===== config.mk =====
export PLATFORM = sky130hd
export DESIGN_NAME = vec_throttle_ctrl
export DESIGN_NICKNAME = d
export VERILOG_FILES = /design/src/rtl/vt_pkg.sv /design/src/rtl/vt_idle_timer.sv /design/src/rtl/vt_duty_gen.sv /design/src/rtl/vt_fsm.sv /design/src/rtl/vec_throttle_ctrl.sv
export SDC_FILE = /design/constraint.sdc
export NUM_CORES = 1
export LEC_CHECK = 0
export BUFFER_PORTS_ARGS = -buffer_cell sky130_fd_sc_hd__buf_2
export CORE_UTILIZATION = 45
export DETAILED_ROUTE_END_ITERATION = 16
export GPL_ROUTABILITY_DRIVEN = 1
export HOLD_SLACK_MARGIN = 0.15
export PLACE_DENSITY = 0.73
export SYNTH_ARGS = -nofsm -noshare
export SYNTH_HDL_FRONTEND = slang
export SYNTH_SLANG_ARGS = --single-unit

===== constraint.sdc =====
create_clock -name clk -period 3 [get_ports clk]
set_input_delay 0.45 -clock clk [delete_from_list [all_inputs] [get_ports clk]]
set_output_delay 0.45 -clock clk [all_outputs]
set_load 0.005 [all_outputs]

===== src/rtl/vt_pkg.sv =====
package vt_pkg;

    typedef enum logic [1:0] {
        ST_IDLE_LOW    = 2'd0,
        ST_THROTTLED   = 2'd1,
        ST_WIDE_ACTIVE = 2'd2
    } vt_state_e;

    typedef struct packed {
        vt_state_e state;
    } vt_fsm_reg_t;

endpackage


===== src/rtl/vt_idle_timer.sv =====
module vt_idle_timer #(
    parameter int CNT_W = 16
) (
    input  logic             clk,
    input  logic             rst_n,
    input  logic             run_i,
    input  logic             quiet_i,
    input  logic [CNT_W-1:0] limit_i,
    output logic             expire_o
);
    typedef struct packed {
        logic [CNT_W-1:0] cnt;
    } tmr_reg_t;

    tmr_reg_t   r_d, r_q;
    logic [CNT_W:0] eff_limit;
    logic [CNT_W:0] cnt_inc;

    always_comb begin
        r_d       = r_q;
        expire_o  = 1'b0;
        eff_limit = (limit_i == '0) ? {{CNT_W{1'b0}}, 1'b1} : {1'b0, limit_i};
        cnt_inc   = {1'b0, r_q.cnt} + {{CNT_W{1'b0}}, 1'b1};
        if (!run_i || !quiet_i) begin
            r_d.cnt = '0;
        end else if (cnt_inc >= eff_limit) begin
            expire_o = 1'b1;
            r_d.cnt  = '0;
        end else begin
            r_d.cnt = cnt_inc[CNT_W-1:0];
        end
    end

    always_ff @(posedge clk) begin
        if (!rst_n) r_q <= '0;
        else        r_q <= r_d;
    end

    AST_EXPIRE_ONLY_QUIET: assert property (@(posedge clk) disable iff (!rst_n)
        expire_o |-> (run_i && quiet_i));

endmodule


===== src/rtl/vt_duty_gen.sv =====
module vt_duty_gen #(
    parameter int DUTY = 4
) (
    input  logic clk,
    input  logic rst_n,
    input  logic hold_i,
    output logic slot_o
);
    localparam int PH_W = (DUTY > 2) ? $clog2(DUTY) : 1;
    localparam logic [PH_W-1:0] PH_LAST = PH_W'(DUTY - 1);

    typedef struct packed {
        logic [PH_W-1:0] phase;
    } duty_reg_t;

    duty_reg_t r_d, r_q;

    always_comb begin
        r_d = r_q;
        if (!hold_i)                 r_d.phase = '0;
        else if (r_q.phase == PH_LAST) r_d.phase = '0;
        else                         r_d.phase = r_q.phase + 1'b1;
        slot_o = (r_q.phase == '0);
    end

    always_ff @(posedge clk) begin
        if (!rst_n) r_q <= '0;
        else        r_q <= r_d;
    end

    AST_SLOT_GAP: assert property (@(posedge clk) disable iff (!rst_n)
        (hold_i && slot_o) |=> !slot_o);

endmodule


===== src/rtl/vt_fsm.sv =====
module vt_fsm
    import vt_pkg::*;
(
    input  logic      clk,
    input  logic      rst_n,
    input  logic      wide_any_i,
    input  logic      ack_i,
    input  logic      expire_i,
    output vt_state_e state_o,
    output vt_state_e state_next_o
);
    vt_fsm_reg_t r_d, r_q;

    always_comb begin
        r_d = r_q;
        unique case (r_q.state)
            ST_IDLE_LOW:    if (wide_any_i) r_d.state = ST_THROTTLED;
            ST_THROTTLED:   if (ack_i)      r_d.state = ST_WIDE_ACTIVE;
            ST_WIDE_ACTIVE: if (expire_i)   r_d.state = ST_IDLE_LOW;
            default:                        r_d.state = ST_IDLE_LOW;
        endcase
    end

    always_ff @(posedge clk) begin
        if (!rst_n) r_q <= '{state: ST_IDLE_LOW};
        else        r_q <= r_d;
    end

    assign state_o      = r_q.state;
    assign state_next_o = r_d.state;

    AST_THR_FROM_LOW: assert property (@(posedge clk) disable iff (!rst_n)
        (r_q.state == ST_THROTTLED && $past(r_q.state) != ST_THROTTLED)
        |-> $past(r_q.state) == ST_IDLE_LOW);
    AST_REQ_HELD: assert property (@(posedge clk) disable iff (!rst_n)
        (r_q.state == ST_THROTTLED && !ack_i) |=> r_q.state == ST_THROTTLED);
    AST_ACK_SETTLES: assert property (@(posedge clk) disable iff (!rst_n)
        (r_q.state == ST_THROTTLED && ack_i) |=> r_q.state == ST_WIDE_ACTIVE);
    AST_LOW_NEEDS_WIDE: assert property (@(posedge clk) disable iff (!rst_n)
        (r_q.state == ST_IDLE_LOW && !wide_any_i) |=> r_q.state == ST_IDLE_LOW);

endmodule


===== src/rtl/vec_throttle_ctrl.sv =====
module vec_throttle_ctrl
    import vt_pkg::*;
#(
    parameter int IDLE_W = 16,
    parameter int DUTY   = 4
) (
    input  logic              clk,
    input  logic              rst_n,
    input  logic              wide_disp_i,
    input  logic              wide_in_sched_i,
    input  logic [IDLE_W-1:0] idle_limit_i,
    input  logic              pwr_ack_i,
    output logic              dispatch_en_o,
    output logic              pwr_req_o,
    output logic              low_freq_o
);
    vt_state_e state_q, state_d;
    logic      wide_any, expire, slot, hold_thr;

    assign wide_any = wide_disp_i | wide_in_sched_i;
    assign hold_thr = (state_q == ST_THROTTLED) && (state_d == ST_THROTTLED);

    vt_fsm u_fsm (
        .clk          (clk),
        .rst_n        (rst_n),
        .wide_any_i   (wide_any),
        .ack_i        (pwr_ack_i),
        .expire_i     (expire),
        .state_o      (state_q),
        .state_next_o (state_d)
    );

    vt_idle_timer #(.CNT_W(IDLE_W)) u_timer (
        .clk      (clk),
        .rst_n    (rst_n),
        .run_i    (state_q == ST_WIDE_ACTIVE),
        .quiet_i  (!wide_any),
        .limit_i  (idle_limit_i),
        .expire_o (expire)
    );

    vt_duty_gen #(.DUTY(DUTY)) u_duty (
        .clk    (clk),
        .rst_n  (rst_n),
        .hold_i (hold_thr),
        .slot_o (slot)
    );

    always_comb begin
        pwr_req_o     = (state_q == ST_THROTTLED);
        low_freq_o    = (state_q == ST_WIDE_ACTIVE);
        dispatch_en_o = !(pwr_req_o && wide_in_sched_i && !slot);
    end

    AST_STALL_ONLY_THROTTLED: assert property (@(posedge clk) disable iff (!rst_n)
        !dispatch_en_o |-> (pwr_req_o && wide_in_sched_i));
    AST_LOWFREQ_EXCLUSIVE: assert property (@(posedge clk) disable iff (!rst_n)
        !(low_freq_o && pwr_req_o));
    AST_SETTLED_NO_RETHROTTLE: assert property (@(posedge clk) disable iff (!rst_n)
        low_freq_o |=> !pwr_req_o);

endmodule


==> out/metrics.yaml, run 1 <==
grt_pass1_vias: 1224
seq_area_frac_synth_pct: 28.9
synth_top_area_share_pct: 28.9
antenna_found_initial: 0
synthCells: 175
fin_nets: 244
r2r-end: "u_timer.r_q[11]"
cp-end-kind: "flip-flop"
reg2reg_from: "u_timer.r_q[1]"
skew_ps: 5.38
dp.cells: 228
tightestPinTransition_ps: 807
synth_area_sq_um: 1390
crit_fanout: 17
p_leak_nw: 0.749
cts_buffers: 3
drive_gt1_share_pct: 17.8
finalCritPeriodShare_pct: 94.0
finalHoldViolations: 0
max_cap_viol_count: 0
dieArea_sq_um: 3310
dieWidth_um: 57.5
setup_viol: 0
tritoncts: "yes"
cp.arrival_ps: 3040
fin_crit_ps: 2820
violations: "design-rule violations"
start_util_pct: 49.0
layout_common_cells: "24 x inv_1, 23 x buf_2, 21 x nor2_1"
ys_ff_latch: 20
boundaryPins: 24
firstDrtPassIters: 10
dp_hpwl_um: 2510
drc_errors: 2
setup_tns_ps: 0
min_from: "pwr_ack_i"
grt_max_degree: 18
grt_pass1_wl_um: 5140
synth_edf_count: 0
rrSetupSlack_ps: 180
clkTransAtPathRegs_ps: 100
cts_sinks: 20
clock_latency_ps: 280
final_common_cell: "inv_1"
ys_warn_count: 0
synth_largest_area_cell: "dfxtp_1"
die_y_um: 57.5
cts_buffer_depth: 2
grt_usage_pct: 20.4
worstHoldEndpoint: "u_fsm.state_o[0]"
wl_per_cell_um: 12.9
num_vias: 1289
r2r_cells: 11
drt-initial-drc-count: 59
timing.fmax_ghz: 0.355
htree_levels: 1
avgSynthCellArea_sq_um: 7.93
required_ps: 3220
port_buffers: 23
ir_drop_v: 0.000223
syn_nets: 215
power_density_nw_per_um2: 290
wirelength_um: 3000
antennaDiodeCount: 0
postRouteAntennaNets: 0
gp_congestion: 0.911
cts_root_buf: "clkbuf_4"
grt_overflow: 0
async_reset_ff_share_pct: 0
ys.flop_type: "dfxtp_1"
maxSlewHeadroom_pct: 46.0
status: "complete, but fails checks"
drt-vias-per-instance: 5.53
coreArea_sq_um: 2830
startpoint_type: "flip-flop"
instances_no_fill: 233
placementRows: 19
rsz0062_at_grt: "false"
hold_path.class: "primary input to flip-flop"
worst-setup-path-type: "flip-flop to flip-flop"
ys_top_cells_by_area: "dfxtp_1 29%, ha_1 17%, inv_1 6.5%"
area_growth_pct: 14.7
whs_path_depth: 2
synth_cell_types: 31
slew_viol_final: 0
## area by class of cell
class                           instances  area, sq um
Inverter                               24         90.1
Clock buffer                            3         22.5
Fill cell                             265         1240
Tap cell                               31         38.8
Sequential cell                        20          400
Timing Repair Buffer                   27          145
Multi-Input combinational cell        128          895
## Yosys cell counts (5+ instances only)
cell	count
nor4_1	8
nor3_1	6
xnor2_1	6
ha_1	19
nand3_1	6
nand4_1	9
nand2_1	17
a21oi_1	5
dfxtp_1	20
nor2_1	21
inv_1	24
xor2_1	8
## kinds of logic (layout without fill, tap and decap cells)
group,after synthesis,count (layout),share of synthesized area (%)
AOI/OAI and AO/OA,17,17,9.20
xor gates and xnor gates,14,14,8.84
adders and majority gates,19,19,17.1
buffers and inverters,27,54,7.85
DFF,20,20,28.9
and+or+nand+nor,78,78,28.1
## where the power goes
part           switching (mW)  leakage [nW]  internal, mW  total (mW)
clock network          0.0701        0.0138        0.0466       0.117
logic                  0.0394         0.574        0.0308      0.0703
registers             0.00424         0.162         0.271       0.275
## worst max-delay path: stages, from the launching register on
cell	delay, ps
dfxtp_1	370
ha_1	210
nand3_2	140
buf_4	180
nor3_1	230
xor2_1	250
ha_1	290
nand4_1	140
nor4_1	70
a211o_1	300
a211o_4	360
nor3b_1	200
## repair_timing
action | CTS | global route
hold endpoints to repair | 0 | 0
buffers inserted | 0 | 2
setup endpoints to repair | 0 | 17
hold buffers | 0 | 0
resized for setup | 0 | 3
## metrics by stage
stage / worst slack, ps / utilization [%] / area, sq um / hold WS, ps / total power, mW
after floorplan: 290 / - / 1390 / 404 / 0.321
after CTS: 26.4 / 55.2 / 1560 / 382 / 0.470
final: 181 / 56.3 / 1590 / 390 / 0.462
after global routing: 19.8 / 56.3 / 1590 / 384 / 0.491
after detailed placement: 54.7 / 54.4 / 1540 / 435 / 0.351
after global placement: 156 / 54.4 / 1540 / 426 / 0.348
## sequential cells by signal (all words and copies together), names as in the netlist
name / flops
u_timer.r_q: 16
u_duty.r_q: 2
u_fsm.state_o: 2
## worst max-delay path by stage
stage,start,end,slack (ps),cells after the start
3_3_place_gp,u_timer.r_q[1],u_timer.r_q[11],160,10
4_1_cts,u_timer.r_q[4],u_timer.r_q[13],30,9
2_1_floorplan,u_timer.r_q[0],u_timer.r_q[10],290,11
6_report,u_timer.r_q[1],u_timer.r_q[11],180,11
5_1_grt,u_timer.r_q[1],u_timer.r_q[15],20,11
3_5_place_dp,u_timer.r_q[4],u_timer.r_q[13],50,9
## per-layer routing
layer | wire, um | GRT usage [%] | part of all wire (%) | up-vias
met2 | 1360 | 33.2 | 45 | 37
met3 | 114 | 2.49 | 3.8 | 8
met5 | 0 | 0 | 0 | -
met1 | 1470 | 26.8 | 49 | 583
met4 | 61 | 9.41 | 2.0 | 0
li1 | - | - | - | 661
(Power assumes the default switching activity.)
==> inputs of run 2 (changes only) <==
Settings changed: CELL_PAD_IN_SITES_DETAIL_PLACEMENT set to 1, CELL_PAD_IN_SITES_GLOBAL_PLACEMENT set to 1, CORE_UTILIZATION 45 to 35, PLACE_DENSITY 0.73 to 0.76.
==> run 2 against run 1 <==
Net effect: the run now ends clean; via count grew 4.9%; count of clock-buffer cells in the layout is the same; largest cell class unchanged; worst hold slack gained 59 ps; first-iteration DRC count shrank 66%.
==> out/metrics.yaml, run 2 (synthesized netlist as in run 1, its figures left out) <==
status: "completed"
drt-vias-per-instance: 5.37  # -3.0%
clock_latency_ps: 260  # -20 ps
max_cap_viol_count: 0  # unchanged
dp_hpwl_um: 3100  # +23%
min_from: "pwr_ack_i"
grt_pass1_wl_um: 6270  # +22%
grt_max_degree: 18  # unchanged
cp-end-kind: "flip-flop"
coreArea_sq_um: 3740  # +32%
antenna_found_initial: 0  # unchanged
layout_common_cells: "24 x inv_1, 23 x buf_2, 21 x nor2_1"
antennaDiodeCount: 0  # unchanged
grt_overflow: 0  # unchanged
tightestPinTransition_ps: 867  # +60.8 ps
port_buffers: 23  # unchanged
maxSlewHeadroom_pct: 42.0  # -4.1 points
worstHoldEndpoint: "u_fsm.state_o[0]"
worst-setup-path-type: "flip-flop to flip-flop"
hold_path.class: "primary input to flip-flop"
dieArea_sq_um: 4220  # +28%
setup_slack_ps: 159  # -22.0 ps
reg2reg_from: "u_timer.r_q[1]"
start_util_pct: 37.1  # -12 points
fin_nets: 246  # +0.82%
cts_root_buf: "clkbuf_8"
area_growth_pct: 19.9
setup_tns_ps: 0  # unchanged
tritoncts: "yes"
timing.fmax_ghz: 0.352  # -0.77%
dieWidth_um: 65.0  # +13%
fillers: 487  # +84%
cp.arrival_ps: 3030  # about the same
htree_levels: 1  # unchanged
largest-register: "u_timer.r_q"
wirelength_um: 3920  # +30%
cts_buffer_depth: 2  # unchanged
final_common_cell: "inv_1"
power_density_nw_per_um2: 319  # +9.9%
placementRows: 22  # +3
boundaryPins: 24  # unchanged
gp_congestion: 0.838  # -8.0%
postRouteAntennaNets: 0  # unchanged
clkTransAtPathRegs_ps: 70  # -30 ps
total_power_mw: 0.531  # +15%
place_ws_ps: 5.49  # -49.2 ps
slew_viol_final: 0  # unchanged
crit_fanout: 9  # -8
wl_per_cell_um: 15.5  # +21%
multi_input_area_sq_um: 917  # +2.5%
firstDrtPassIters: 4  # -6
setup_viol: 0  # unchanged
drt-initial-drc-count: 20  # -66%
drive_gt1_share_pct: 21.1  # +3.3 points
largest_register_ffs: 16  # unchanged
cts_sinks: 20  # unchanged
fin_crit_ps: 2840  # +22.0 ps
p_leak_nw: 0.764  # +2.0%
startpoint_type: "flip-flop"
rrSetupSlack_ps: 160  # -20 ps
num_vias: 1352  # +4.9%
register_area_sq_um: 403  # +0.62%
r2r_cells: 11  # unchanged
grt_pass1_vias: 1341  # +9.6%
finalCritPeriodShare_pct: 94.7  # +0.73 points
finalHoldViolations: 0  # unchanged
r2r-end: "u_timer.r_q[15]"
drc_errors: 0  # -2
whs_path_depth: 2  # unchanged
skew_ps: 2.70  # -2.69 ps
critPathLaunch: "u_timer.r_q[1]"
required_ps: 3190  # -30 ps
die_y_um: 65.0  # +13%
grt_usage_pct: 19.6  # -0.77 points
cts_buffers: 3  # unchanged
ir_drop_v: 0.000155  # -30%
run 2: stage by stage:
stage	utilization (%)	area, sq um	hold slack [ps]	cells
detailed placement	41.6	1560	456	245
finish	44.5	1660	449	252
CTS	43.1	1610	455	249
floorplan	-	1390	404	175
global route	44.5	1660	447	252
global placement	41.6	1560	424	245
run 2: area by class of cell:
type | instances | share of cell area [%]
clock buffers | 3 | 2.48
inverters | 24 | 5.41
multi-input cells | 129 | 55.1
flip-flops and latches | 20 | 24.2
well taps | 48 | 3.61
repair buffers | 28 | 9.17
run 2: where the power goes:
group	internal [mW]	switching, mW
Clock	0.0897	0.0915
Sequential	0.271	0.00457
Combinational	0.0318	0.0427
Total	0.392	0.139
run 2: per-layer routing:
metal  track usage, %  share of wire [%]  vias to the layer above
met5                0                  0                        -
met4             6.67                1.2                        0
met3             1.76                3.9                        5
met2             35.8                 50                       28
met1             23.5                 45                      655
li1                 -                  -                      664
run 2: what timing repair did:
| item | CTS | global route |
|---|---|---|
| hold buffers | 0 | 0 |
| setup endpoints to repair | 3 | 17 |
| resized for setup | 1 | 7 |
| gates cloned | 0 | 1 |
| pin swaps | 2 | 6 |
| setup buffers | 1 | 2 |
| hold endpoints to repair | 0 | 0 |
run 2: worst max path at each step:
stage          cells past startpoint               to  slack (ps)
3_3_place_gp                      10  u_timer.r_q[11]         140
3_5_place_dp                      10  u_timer.r_q[15]           5
6_report                          11  u_timer.r_q[15]         160
2_1_floorplan                     11  u_timer.r_q[10]         290
4_1_cts                           11  u_timer.r_q[15]          20
5_1_grt                            9  u_timer.r_q[11]        -0.5
run 2: worst max-delay path, stage by stage (launching register included):
cell and delay, ps:
dfxtp_1 390, ha_2 220, nand3_2 130, buf_4 190, nor3_2 210, xor2_1 230, ha_1 300, nand4_1 110
nor4_1 70, a211o_1 330, a211o_4 380, nor3b_1 210
==> inputs of run 3 (changes only) <==
Settings changed: SETUP_SLACK_MARGIN set to 0.2.
==> run 3 against run 2 <==
Net effect: global-route usage grew 2.4 points; clock skew is 3.2 ps higher; combinational power up 10%; wire length increased by 18%; first-iteration DRC count increased by 90%; worst hold slack got worse by 7.8 ps; sequential cell count stayed put; worst setup slack improved by 59 ps; via count increased by 7.1%; cell count is 4.8% higher; utilization rose by 4.6 points; critical path type unchanged; largest power group unchanged.
==> out/metrics.yaml, run 3 (synthesized netlist as in run 1, its figures left out) <==
cp.arrival_ps: 2980  # -50 ps
maxSlewHeadroom_pct: 39.8  # -2.1 points
layout_common_cells: "24 x inv_1, 23 x buf_2, 18 x nor2_1, 18 x ha_1, 17 x nand2_1"
cts_sinks: 20  # unchanged
pwr-share-clk_pct: 34.5  # +0.4 points
skew_ps: 5.86  # +3.17 ps
clkTransAtPathRegs_ps: 80  # about the same
power_switching_share_pct: 27.5  # +1.4 points
timing.hold.ws_ps: 441  # -7.81 ps
min_from: "pwr_ack_i"
largest-register: "u_timer.r_q"
largest_register_ffs: 16  # unchanged
reg2reg_from: "u_timer.r_q[1]"
power.internal_mw: 0.394  # +0.52%
ir_drop_v: 0.000155  # +0.18%
grt_max_degree: 13  # -5
hold_path.class: "primary input to flip-flop"
setup_tns_ps: 0  # unchanged
drive_gt1_share_pct: 31.5  # +10 points
place_area_sq_um: 1560  # unchanged
drt-initial-drc-count: 38  # +90%
max_cap_viol_count: 0  # unchanged
cts_buffer_depth: 2  # unchanged
wirelength_um: 4610  # +18%
gp_congestion: 0.838  # unchanged
rsz0062_at_grt: "true"
cp-end-kind: "flip-flop"
firstDrtPassIters: 4  # unchanged
critPathLaunch: "u_timer.r_q[1]"
postRouteAntennaNets: 0  # unchanged
timing.fmax_ghz: 0.359  # +2.1%
tritoncts: "yes"
die_y_um: 65.0  # unchanged
fin_nets: 258  # +4.9%
start_util_pct: 37.1  # unchanged
area_growth_pct: 32.4
grt_pass1_vias: 1453  # +8.4%
htree_levels: 1  # unchanged
worst-setup-path-type: "flip-flop to flip-flop"
setup_viol: 0  # unchanged
grt_pass1_wl_um: 6990  # +12%
fillers: 466  # -4.3%
finalHoldViolations: 0  # unchanged
cts-hold-fix-buffers: 0  # unchanged
cts_root_buf: "clkbuf_8"
grt_overflow: 0  # unchanged
antenna_found_initial: 0  # unchanged
coreArea_sq_um: 3740  # unchanged
status: "completed"
grt_usage_pct: 21.9  # +2.4 points
power_switching_mw: 0.150  # +7.8%
placementRows: 22  # unchanged
power_frac_seq_pct: 50.4  # -1.4 points
drt-vias-per-instance: 5.48  # +2.2%
startpoint_type: "flip-flop"
drc_errors: 0  # unchanged
dp_hpwl_um: 3100  # unchanged
required_ps: 3200  # about the same
rrSetupSlack_ps: 220  # +60 ps
p_leak_nw: 0.858  # +12%
slew_viol_final: 0  # unchanged
final_common_cell: "inv_1"
tightestPinTransition_ps: 899  # +32.1 ps
port_buffers: 23  # unchanged
num_vias: 1448  # +7.1%
boundaryPins: 24  # unchanged
finalCritPeriodShare_pct: 92.7  # -2.0 points
dieWidth_um: 65.0  # unchanged
power_frac_comb_pct: 15.1  # +1.1 points
crit_fanout: 8  # -1
antennaDiodeCount: 0  # unchanged
wl_per_cell_um: 17.5  # +12%
fin_crit_ps: 2780  # -58.9 ps
clock_latency_ps: 270  # about the same
cts_buffers: 3  # unchanged
dieArea_sq_um: 4220  # unchanged
power_density_nw_per_um2: 296  # -7.2%
post-route-cell-area_sq_um: 1840  # +10%
-- run 3: cell count changes in the layout (fill, tap and decap cells not counted), sizes merged --
cell,previous run,this run
a211o,3,4
buf,28,39
-- run 3: worst paths after layout --
check,end,depth (start not counted)
hold / removal,u_fsm.state_o[0],2
setup / recovery,u_timer.r_q[10],11
setup reg to reg,u_timer.r_q[10],11
hold reg to reg,u_duty.r_q[0],1
-- run 3: area by class of cell --
type / instances / area, sq um / share of cell area (%)
clock buffer: 3 / 41.3 / 2.25
inverter: 24 / 90.1 / 4.90
multi-input combinational: 130 / 1000 / 54.5
sequential: 20 / 409 / 22.3
tap: 48 / 60.1 / 3.27
timing repair buffer: 39 / 235 / 12.8
-- run 3: metrics by stage --
| step | utilization, % | cells | setup WS, ps | total power, mW |
|---|---|---|---|---|
| finish | 49.1 | 264 | 218 | 0.544 |
| global route | 49.1 | 264 | 111 | 0.561 |
| CTS | 45.3 | 257 | 203 | 0.536 |
| detailed placement | 41.6 | 245 | 5.49 | 0.355 |
| global placement | 41.6 | 245 | 137 | 0.350 |
| floorplan | - | 175 | 290 | 0.321 |
-- run 3: layer usage --
metal / global-route usage (%) / vias up / share of wire (%)
li1: - / 690 / -
met1: 25.9 / 725 / 43
met2: 40.2 / 28 / 53
met3: 2.46 / 5 / 3.0
met4: 7.78 / 0 / 1.0
met5: 0 / - / 0
-- run 3: power groups by stage --
stage	sequential [mW]	combinational (mW)	clock, mW
finish	0.274	0.0820	0.187
global route	0.274	0.0908	0.196
CTS	0.275	0.0756	0.185
detailed placement	0.281	0.0738	0
global placement	0.280	0.0692	0
floorplan	0.280	0.0414	0
-- run 3: critical path, stage by stage, from the launching register on --
cell     delay, ps
dfxtp_2        360
ha_2           220
nand3_4        120
buf_4          190
nor3_2         200
xor2_1         230
ha_1           290
nand4_1        150
nor4_1          70
a211o_1        370
a211o_4        350
nor2_1         160
-- run 3: timing repair --
action	4_1_cts	5_1_grt
pin swaps	5	16
gates resized for setup	6	21
setup endpoints to repair	17	17
setup buffers	8	6
endpoints found under the hold margin	0	0
gates cloned	1	1
